### src/rtl/fic_pkg.sv
package fic_pkg;

  localparam int SRC_N = 5;

  // Status bit positions (software decodes these)
  localparam int BIT_TX_EMPTY = 0;
  localparam int BIT_TX_OVF   = 1;
  localparam int BIT_RX_UNF   = 2;
  localparam int BIT_RX_OVF   = 3;
  localparam int BIT_RX_FULL  = 4;

  // Bits that hold until cleared; the others track levels live
  localparam logic [SRC_N-1:0] STICKY_MAP = 5'b01110;

  typedef enum logic [1:0] {
    CFG_TX_THR  = 2'd0,
    CFG_RX_THR  = 2'd1,
    CFG_MASK    = 2'd2,
    CFG_ERR_CLR = 2'd3
  } cfg_addr_e;

  // Next occupancy given accepted push and pop
  function automatic logic [31:0] next_level(logic [31:0] lvl, logic inc, logic dec);
    return lvl + {31'd0, inc} - {31'd0, dec};
  endfunction

  // A threshold value is kept only when below the depth
  function automatic logic thr_fits(logic [31:0] val, logic [31:0] depth);
    return val < depth;
  endfunction

  // Transmit side asks for data while at or below its mark
  function automatic logic at_or_below(logic [31:0] lvl, logic [31:0] thr);
    return lvl <= thr;
  endfunction

  // Receive side reports once it passes its mark
  function automatic logic above(logic [31:0] lvl, logic [31:0] thr);
    return lvl > thr;
  endfunction

endpackage

### src/rtl/fic_level_track.sv
module fic_level_track #(
  parameter int DEPTH = 8,
  parameter int CNT_W = $clog2(DEPTH + 1)
) (
  input  logic             clk,
  input  logic             rst_n,
  input  logic             en,
  input  logic             push,
  input  logic             pop,
  output logic [CNT_W-1:0] level,
  output logic             ovf_evt
);
  import fic_pkg::*;

  logic [CNT_W-1:0] level_q, level_d;
  logic full, empty, push_ok, pop_ok;

  assign full    = (level_q == CNT_W'(DEPTH));
  assign empty   = (level_q == '0);
  assign push_ok = en & push & ~full;
  assign pop_ok  = en & pop & ~empty;
  assign ovf_evt = en & push & full;

  always_comb begin
    if (!en) level_d = '0;
    else     level_d = CNT_W'(next_level(32'(level_q), push_ok, pop_ok));
  end

  always_ff @(posedge clk or negedge rst_n) begin
    if (!rst_n) level_q <= '0;
    else        level_q <= level_d;
  end

  assign level = level_q;


  level_inc_chk: assert property (@(posedge clk) disable iff (!rst_n)
    (en && push && !pop && !full) |=> (level_q == $past(level_q) + CNT_W'(1)));


  push_full_drop_chk: assert property (@(posedge clk) disable iff (!rst_n)
    (en && push && !pop && full) |=> (level_q == CNT_W'(DEPTH)));


  dis_zero_chk: assert property (@(posedge clk) disable iff (!rst_n)
    !en |=> (level_q == '0));

endmodule

### src/rtl/fic_thr_reg.sv
module fic_thr_reg #(
  parameter int DEPTH   = 8,
  parameter int THR_W   = $clog2(DEPTH),
  parameter int WDATA_W = 16
) (
  input  logic               clk,
  input  logic               rst_n,
  input  logic               we,
  input  logic [WDATA_W-1:0] wdata,
  output logic [THR_W-1:0]   thr
);
  import fic_pkg::*;

  logic fits, take;
  logic [THR_W-1:0] thr_q;

  assign fits = thr_fits(32'(wdata), 32'(DEPTH));
  assign take = we & fits;

  always_ff @(posedge clk or negedge rst_n) begin
    if (!rst_n)    thr_q <= '0;
    else if (take) thr_q <= THR_W'(wdata);
  end

  assign thr = thr_q;


  thr_reject_chk: assert property (@(posedge clk) disable iff (!rst_n)
    (we && !fits) |=> $stable(thr_q));


  thr_accept_chk: assert property (@(posedge clk) disable iff (!rst_n)
    (we && fits) |=> (32'(thr_q) == 32'($past(wdata))));

endmodule

### src/rtl/fic_irq_status.sv
module fic_irq_status #(
  parameter int SRC_N = fic_pkg::SRC_N
) (
  input  logic             clk,
  input  logic             rst_n,
  input  logic             en,
  input  logic [SRC_N-1:0] src_cond,
  input  logic             clr_we,
  input  logic [SRC_N-1:0] clr_bits,
  input  logic             mask_we,
  input  logic [SRC_N-1:0] mask_wdata,
  output logic [SRC_N-1:0] raw,
  output logic [SRC_N-1:0] masked,
  output logic [SRC_N-1:0] mask,
  output logic             irq
);
  import fic_pkg::*;

  logic [SRC_N-1:0] mask_q;

  for (genvar i = 0; i < SRC_N; i++) begin : g_src
    if (STICKY_MAP[i]) begin : g_sticky
      logic flag_q;
      always_ff @(posedge clk or negedge rst_n) begin
        if (!rst_n)                     flag_q <= 1'b0;
        else if (!en)                   flag_q <= 1'b0;
        else if (src_cond[i])           flag_q <= 1'b1;
        else if (clr_we && clr_bits[i]) flag_q <= 1'b0;
      end
      assign raw[i] = flag_q;


      sticky_hold_chk: assert property (@(posedge clk) disable iff (!rst_n)
        (en && flag_q && !(clr_we && clr_bits[i])) |=> flag_q);


      sticky_cause_chk: assert property (@(posedge clk) disable iff (!rst_n)
        $rose(flag_q) |-> $past(src_cond[i]));
    end else begin : g_live
      assign raw[i] = src_cond[i];
    end
  end

  always_ff @(posedge clk or negedge rst_n) begin
    if (!rst_n)       mask_q <= '0;
    else if (mask_we) mask_q <= mask_wdata;
  end

  assign mask   = mask_q;
  assign masked = raw & mask_q;
  assign irq    = |masked;


  irq_quiet_chk: assert property (@(posedge clk) disable iff (!rst_n)
    (mask_q == '0) |-> !irq);


  irq_src_chk: assert property (@(posedge clk) disable iff (!rst_n)
    irq |-> (raw != '0));

endmodule

### src/rtl/fic_irq_ctrl.sv
module fic_irq_ctrl #(
  parameter int DEPTH   = 8,
  parameter int WDATA_W = 16,
  localparam int CNT_W  = $clog2(DEPTH + 1),
  localparam int THR_W  = $clog2(DEPTH),
  localparam int SRC_N  = fic_pkg::SRC_N
) (
  input  logic               clk,
  input  logic               rst_n,
  input  logic               ctrl_en,
  input  logic               tx_push,
  input  logic               tx_pop,
  input  logic               rx_push,
  input  logic               rx_pop,
  input  logic               cfg_we,
  input  logic [1:0]         cfg_addr,
  input  logic [WDATA_W-1:0] cfg_wdata,
  output logic [CNT_W-1:0]   tx_level,
  output logic [CNT_W-1:0]   rx_level,
  output logic [THR_W-1:0]   tx_thr,
  output logic [THR_W-1:0]   rx_thr,
  output logic [SRC_N-1:0]   irq_mask,
  output logic [SRC_N-1:0]   raw_stat,
  output logic [SRC_N-1:0]   irq_stat,
  output logic               irq
);
  import fic_pkg::*;

  cfg_addr_e sel;
  logic we_tx_thr, we_rx_thr, we_mask, we_clr;
  logic tx_ovf_evt, rx_ovf_evt, rx_unf_evt;
  logic tx_low, rx_high;
  logic [SRC_N-1:0] src_cond;

  assign sel       = cfg_addr_e'(cfg_addr);
  assign we_tx_thr = cfg_we && (sel == CFG_TX_THR);
  assign we_rx_thr = cfg_we && (sel == CFG_RX_THR);
  assign we_mask   = cfg_we && (sel == CFG_MASK);
  assign we_clr    = cfg_we && (sel == CFG_ERR_CLR);

  fic_level_track #(.DEPTH(DEPTH), .CNT_W(CNT_W)) u_tx_lvl (
    .clk(clk), .rst_n(rst_n), .en(ctrl_en), .push(tx_push), .pop(tx_pop),
    .level(tx_level), .ovf_evt(tx_ovf_evt));

  fic_level_track #(.DEPTH(DEPTH), .CNT_W(CNT_W)) u_rx_lvl (
    .clk(clk), .rst_n(rst_n), .en(ctrl_en), .push(rx_push), .pop(rx_pop),
    .level(rx_level), .ovf_evt(rx_ovf_evt));

  fic_thr_reg #(.DEPTH(DEPTH), .THR_W(THR_W), .WDATA_W(WDATA_W)) u_tx_thr (
    .clk(clk), .rst_n(rst_n), .we(we_tx_thr), .wdata(cfg_wdata), .thr(tx_thr));

  fic_thr_reg #(.DEPTH(DEPTH), .THR_W(THR_W), .WDATA_W(WDATA_W)) u_rx_thr (
    .clk(clk), .rst_n(rst_n), .we(we_rx_thr), .wdata(cfg_wdata), .thr(rx_thr));

  // Receive underflow: a read attempt with nothing stored
  assign rx_unf_evt = ctrl_en & rx_pop & (rx_level == '0);

  assign tx_low  = at_or_below(32'(tx_level), 32'(tx_thr));
  assign rx_high = above(32'(rx_level), 32'(rx_thr));

  always_comb begin
    src_cond               = '0;
    src_cond[BIT_TX_EMPTY] = tx_low;
    src_cond[BIT_TX_OVF]   = tx_ovf_evt;
    src_cond[BIT_RX_UNF]   = rx_unf_evt;
    src_cond[BIT_RX_OVF]   = rx_ovf_evt;
    src_cond[BIT_RX_FULL]  = rx_high;
  end

  fic_irq_status #(.SRC_N(SRC_N)) u_stat (
    .clk(clk), .rst_n(rst_n), .en(ctrl_en), .src_cond(src_cond),
    .clr_we(we_clr), .clr_bits(cfg_wdata[SRC_N-1:0]),
    .mask_we(we_mask), .mask_wdata(cfg_wdata[SRC_N-1:0]),
    .raw(raw_stat), .masked(irq_stat), .mask(irq_mask), .irq(irq));


  dis_clear_chk: assert property (@(posedge clk) disable iff (!rst_n)
    !ctrl_en |=> (raw_stat[BIT_RX_OVF:BIT_TX_OVF] == '0 && rx_level == '0));


  unf_level_chk: assert property (@(posedge clk) disable iff (!rst_n)
    (rx_unf_evt && !rx_push) |=> (rx_level == '0 && raw_stat[BIT_RX_UNF]));

endmodule

### config.mk
export PLATFORM = sky130hd
export DESIGN_NAME = fic_irq_ctrl
export DESIGN_NICKNAME = d
export VERILOG_FILES = /design/src/rtl/fic_pkg.sv /design/src/rtl/fic_level_track.sv /design/src/rtl/fic_thr_reg.sv /design/src/rtl/fic_irq_status.sv /design/src/rtl/fic_irq_ctrl.sv
export SDC_FILE = /design/constraint.sdc
export NUM_CORES = 1
export LEC_CHECK = 0
export BUFFER_PORTS_ARGS = -buffer_cell sky130_fd_sc_hd__buf_2
export CORE_AREA = 2 2 72 74
export CTS_BUF_LIST = sky130_fd_sc_hd__clkbuf_8
export CTS_CLUSTER_DIAMETER = 80
export CTS_CLUSTER_SIZE = 16
export DETAILED_ROUTE_END_ITERATION = 10
export DIE_AREA = 0 0 74 76
export PLACE_DENSITY_LB_ADDON = 0.3
export SLEW_MARGIN = 20
export SYNTH_ARGS = -nofsm -noshare
export SYNTH_HDL_FRONTEND = slang
export SYNTH_SLANG_ARGS = --single-unit
export TNS_END_PERCENT = 100
### constraint.sdc
create_clock -name clk -period 3 [get_ports clk]
set_clock_uncertainty 0.2 [all_clocks]
set_input_delay 0.45 -clock clk [delete_from_list [all_inputs] [get_ports clk]]
set_output_delay 0.45 -clock clk [all_outputs]
set_load 0.05 [all_outputs]
== After elaboration in Yosys (flattened, before gate mapping) ==
Cells that the tools add are included.
Storage, ports and cells
  register bits: 22
  input bits: 26
  logic and storage cells: 63
Cells by class
  eq/ne operators: 8
  bitwise logic cells: 18
  add/sub/neg operators: 4
  multiplexer cells: 11
  reductions and logical operators: 11
  $lt $le $gt $ge: 3
Operators with widths (number)
  $lt 16x4->1 const B: 1
  $and 1x1->1: 13
  $mux 1: 9
  $ne 3x1->1 const B: 3
  $add 4x1->4: 2
  $eq 4x4->1 const B: 2
  $logic_not 4->1: 2
  $mux 4: 2
  $sub 4x1->4: 2
  $logic_and 1x1->1: 7
  $and 5x5->5: 1
  $reduce_or 5->1: 1
  $eq 2x2->1 const B: 2
  $gt 4x3->1: 1
  $le 4x3->1: 1
  $not 1->1: 4
  $eq 2x1->1 const B: 1
  $logic_not 2->1: 1

== Depth between registers and ports, before layout ==
  word-level depth: 6
  gate-level depth with buffers: 10

== By module ==
A second synthesis with hierarchy kept.
Second synthesis, totals
  cell total of the unflattened synthesis: 147
  area total of the unflattened synthesis: 1550.2 um^2
Modules (own cells, without submodules)
  fic_level_track: instances 2, cells an instance 32, area each 306.5 um^2, sequential area each 100.1 um^2
  fic_irq_status: instances 1, cells an instance 31, area each 392.9 um^2, sequential area each 200.2 um^2
  fic_thr_reg: instances 2, cells an instance 11, area each 173.9 um^2, sequential area each 75.1 um^2
  fic_irq_ctrl: instances 1, cells an instance 30, area each 196.4 um^2, sequential area each 0.0 um^2

== Worst setup path before layout ==
OpenSTA, ideal clock, no wires.
  path type: reg-to-output
  start: reg u_rx_thr.thr_q[1], in the netlist u_rx_thr.thr[1]
  end: out irq
  slack: 0.477 ns
  data arrival time: 1.873 ns
  stages on the path, launching flop included: 7
  buffers on the path: 0
  required time: 2.350 ns
  cell sequence: dfrtp_1 inv_1 ha_1 nor2b_1 nor3_1 o21ai_0 a221o_1
On the way
  cells in the longest elaborated chain, start to end: 3
Ends and longest elaborated chain
  from (decl): line fic_thr_reg.sv:15  | logic [THR_W-1:0] thr_q;
  from (signal assigned): line fic_thr_reg.sv:22  | else if (take) thr_q <= THR_W'(wdata);
  $gt 4x3->1: line fic_pkg.sv:39  | return lvl > thr;
  named net rx_high: line fic_irq_ctrl.sv:32  | logic tx_low, rx_high;
  $and 5x5->5: line fic_irq_status.sv:50  | assign masked = raw & mask_q;
  $reduce_or 5->1: line fic_irq_status.sv:51  | assign irq = |masked;
  to (decl): line fic_irq_ctrl.sv:25  | output logic irq
The timed path passes the listed nets, and every way through them passes these cells.

== Worst setup path after layout ==
  start: reg u_rx_lvl.level_q[1], in the netlist u_rx_lvl.level[1]
  end: out irq
On the way
  cells in the longest elaborated chain, start to end: 3
Ends and longest elaborated chain
  from (decl): line fic_level_track.sv:15  | logic [CNT_W-1:0] level_q, level_d;
  from (signal assigned): line fic_level_track.sv:31  | else level_q <= level_d;
  $gt 4x3->1: line fic_pkg.sv:39
  $and 5x5->5: line fic_irq_status.sv:50
  $reduce_or 5->1: line fic_irq_status.sv:51
Every way passes these cells.

==> impl_metrics.json <==
{
  "cts_made_buffers": 3,
  "cp.required_ns": 2.35,
  "clkLatencyLatePin_ns": 0.26,
  "critical_path.max_stage_delay_ns": 0.45,
  "fmax_mhz": 379,
  "maxCapViolCount": 0,
  "endpoint_kind": "output port",
  "grt_usage": 0.125,
  "relSlewSlack": 0.656,
  "synth_top_flop_cell": "dfrtp_1",
  "timing.critical_path.from": "u_rx_lvl.level[1]",
  "startpoint_type": "register",
  "globalRouteOverflowTotal": 0,
  "routed-via-count": 1150,
  "boundaryPins": 56,
  "cp_max_fo": 5,
  "reg2reg_to": "u_rx_lvl.level[2]",
  "synth-seq-cells": 22,
  "synth_fp_nets": 185,
  "drtIter0Drc": 40,
  "finalSetupViolCount": 0,
  "finalSetupTns_ns": 0,
  "portBuffers": 55,
  "area.growth.synth_to_final_pct": 26.8,
  "power.total_mw": 1.74,
  "layout.nets": 240,
  "powerDensity_nw_per_um2": 947,
  "first_pass_iters": 4,
  "synth-edff-count": 0,
  "cts_resized": 0,
  "grt_max_degree": 23,
  "worstReg2RegStart": "u_rx_lvl.level[1]",
  "ir_drop_mv": 0.635,
  "crit_path_cell_trace": "ha_1, nor2b_1, nor3_1, o21ai_0, a221o_1, buf_2",
  "ys_warn_count": 0,
  "yosysSeqAreaShare": 0.381,
  "synth_area_leaders": "dfrtp_1 38%, ha_1 16%, mux2_2 6.2%, and2_1 5.6%, inv_1 4.9%",
  "synth.distinct_cells": 26,
  "finalCritPeriodShare": 0.879,
  "rrSetupSlack_ns": 0.65,
  "initial_core_util": 0.294,
  "async_flop_share": 1.00,
  "die_w_microns": 74,
  "clkTransAtPathRegs_ns": 0.08,
  "vias_per_cell": 4.37,
  "tightest_slew_ns": 0.516,
  "synth_most_common_cell": "dfrtp_1",
  "synth_area_sq_um": 1450,
  "die_height_microns": 76,
  "htree_levels": 1,
  "synthCells": 139,
  "rows": 26,
  "worstPathArrival_ns": 1.99,
  "drive_above_1_share": 0.389,
  "cts_sinks": 22,
  "cts_max_path_buffers": 2,
  "reg2reg_depth": 8,
  "antenna_found_initial": 0,
  "utilization": 0.373,
  "cpMaxStageDelayCell": "dfrtp_1",
  "hold_viol_final": 0,
  "slew_violations": 0,
  "syn_avg_cell_area_sq_um": 10.4,
  "min_period_ns": 2.64,
  "rsz0062_at_grt": "no",
  "route.detailed.drc": 0,
  "grt_first_pass_wirelength_mm": 5.58,
  "routabilityCongestion": 0.750,
  "routedWlPerCell_microns": 12.5,
  "drtAntennaViolNets": 0,
  "antennaDiodeCount": 0,
  "synth_common_cells": "22 x dfrtp_1, 19 x inv_1, 18 x ha_1",
  "synth_top_cell_by_area": "dfrtp_1",
  "yosys.area.top_type_share": 0.381,
  "crit_type": "register to output port",
  "cts.root.buffer_cell": "clkbuf_8",
  "power_leakage_nw": 0.974,
  "die_area_sq_um": 5620,
  "core_sq_um": 4910,
  "run_status": "complete, no violations",
  "endpoint": "irq",
  "cts_tree": "built",
  "wl_mm": 3.28,
  "min_path_type": "input pin to register",
  "grt_pass1_vias": 1159,
  "dp_hpwl_mm": 2.72
}
-- stage by stage --
stage          instance area, sq um  setup slack, ns  hold slack [ns]  std cells
5_1_grt                        1830            0.231            0.251        263
2_1_floorplan                  1450            0.477          -0.0456        139
3_3_place_gp                   1770            0.647            0.262        258
4_1_cts                        1830            0.344            0.252        263
3_5_place_dp                   1770            0.638            0.260        258
6_report                       1830            0.362            0.258        263
-- layout by cell type, fill, tap and decap left out, drive strengths merged, types with 5 or more instances in the layout --
| master | instances |
|---|---|
| a21oi | 7 |
| inv | 19 |
| mux2 | 11 |
| ha | 18 |
| buf | 55 |
| dfrtp | 22 |
| nand2 | 7 |
| nor2 | 5 |
| and2 | 13 |
-- cell families (layout without fill, tap and decap cells) --
logic type,after synthesis,after routing,share of synthesized area
xor gates and xnor gates,4,4,0.0242
muxes,11,11,0.0935
and+or+nand+nor,40,40,0.165
DFF,22,22,0.381
adders and majority gates,20,20,0.184
AOI/OAI and AO/OA,17,17,0.0745
buffers and inverters,25,79,0.0779
-- critical path: cells and delay by family (launching register included) --
| family | cells | cell delay (ns) |
|---|---|---|
| compound gates | 2 | 0.52 |
| fa+ha+maj | 1 | 0.32 |
| buf+inv | 1 | 0.26 |
| flops | 1 | 0.45 |
| simple gates | 2 | 0.18 |
-- per-layer routing --
metal	share of wire	vias to the layer above	global-route usage
met1	0.48	541	0.178
met3	0.058	4	0.0331
met4	0.010	0	0.0182
met5	0	-	0
li1	-	572	-
met2	0.45	33	0.195
-- sequential cells by signal, summed over array words and instances (netlist names) --
name,cells
u_stat.g_src.g_sticky.flag_q,3
u_tx_lvl.level,4
u_rx_thr.thr,3
u_stat.mask,5
u_tx_thr.thr,3
u_rx_lvl.level,4
-- what timing repair did --
item                                   in CTS  in global routing
hold buffers                                1                  0
buffers inserted                            0                  0
endpoints found under the hold margin      22                  0
-- where the power goes --
part | internal (mW) | switching (mW)
Clock | 0.117 | 0.0990
Sequential | 0.362 | 0.0651
Combinational | 0.339 | 0.753
-- final cells by class --
type	count	area, sq um
tap	70	87.6
sequential	22	551
timing repair buffer	56	285
multi-input combinational	92	782
inverter	19	71.3
clock buffer	4	55.1
fill	501	3080
-- how the worst min path moves through the flow --
stage	from	to	depth (start not counted)
floorplan	rst_n	u_rx_lvl.level[0]	0
global placement	rst_n	u_stat.g_src[3].g_sticky.flag_q	1
detailed placement	rst_n	u_stat.g_src[3].g_sticky.flag_q	1
CTS	cfg_wdata[4]	u_stat.mask[4]	2
global route	cfg_wdata[4]	u_stat.mask[4]	2
finish	cfg_wdata[4]	u_stat.mask[4]	2
No activity file was read; power rests on OpenSTA's default activity.
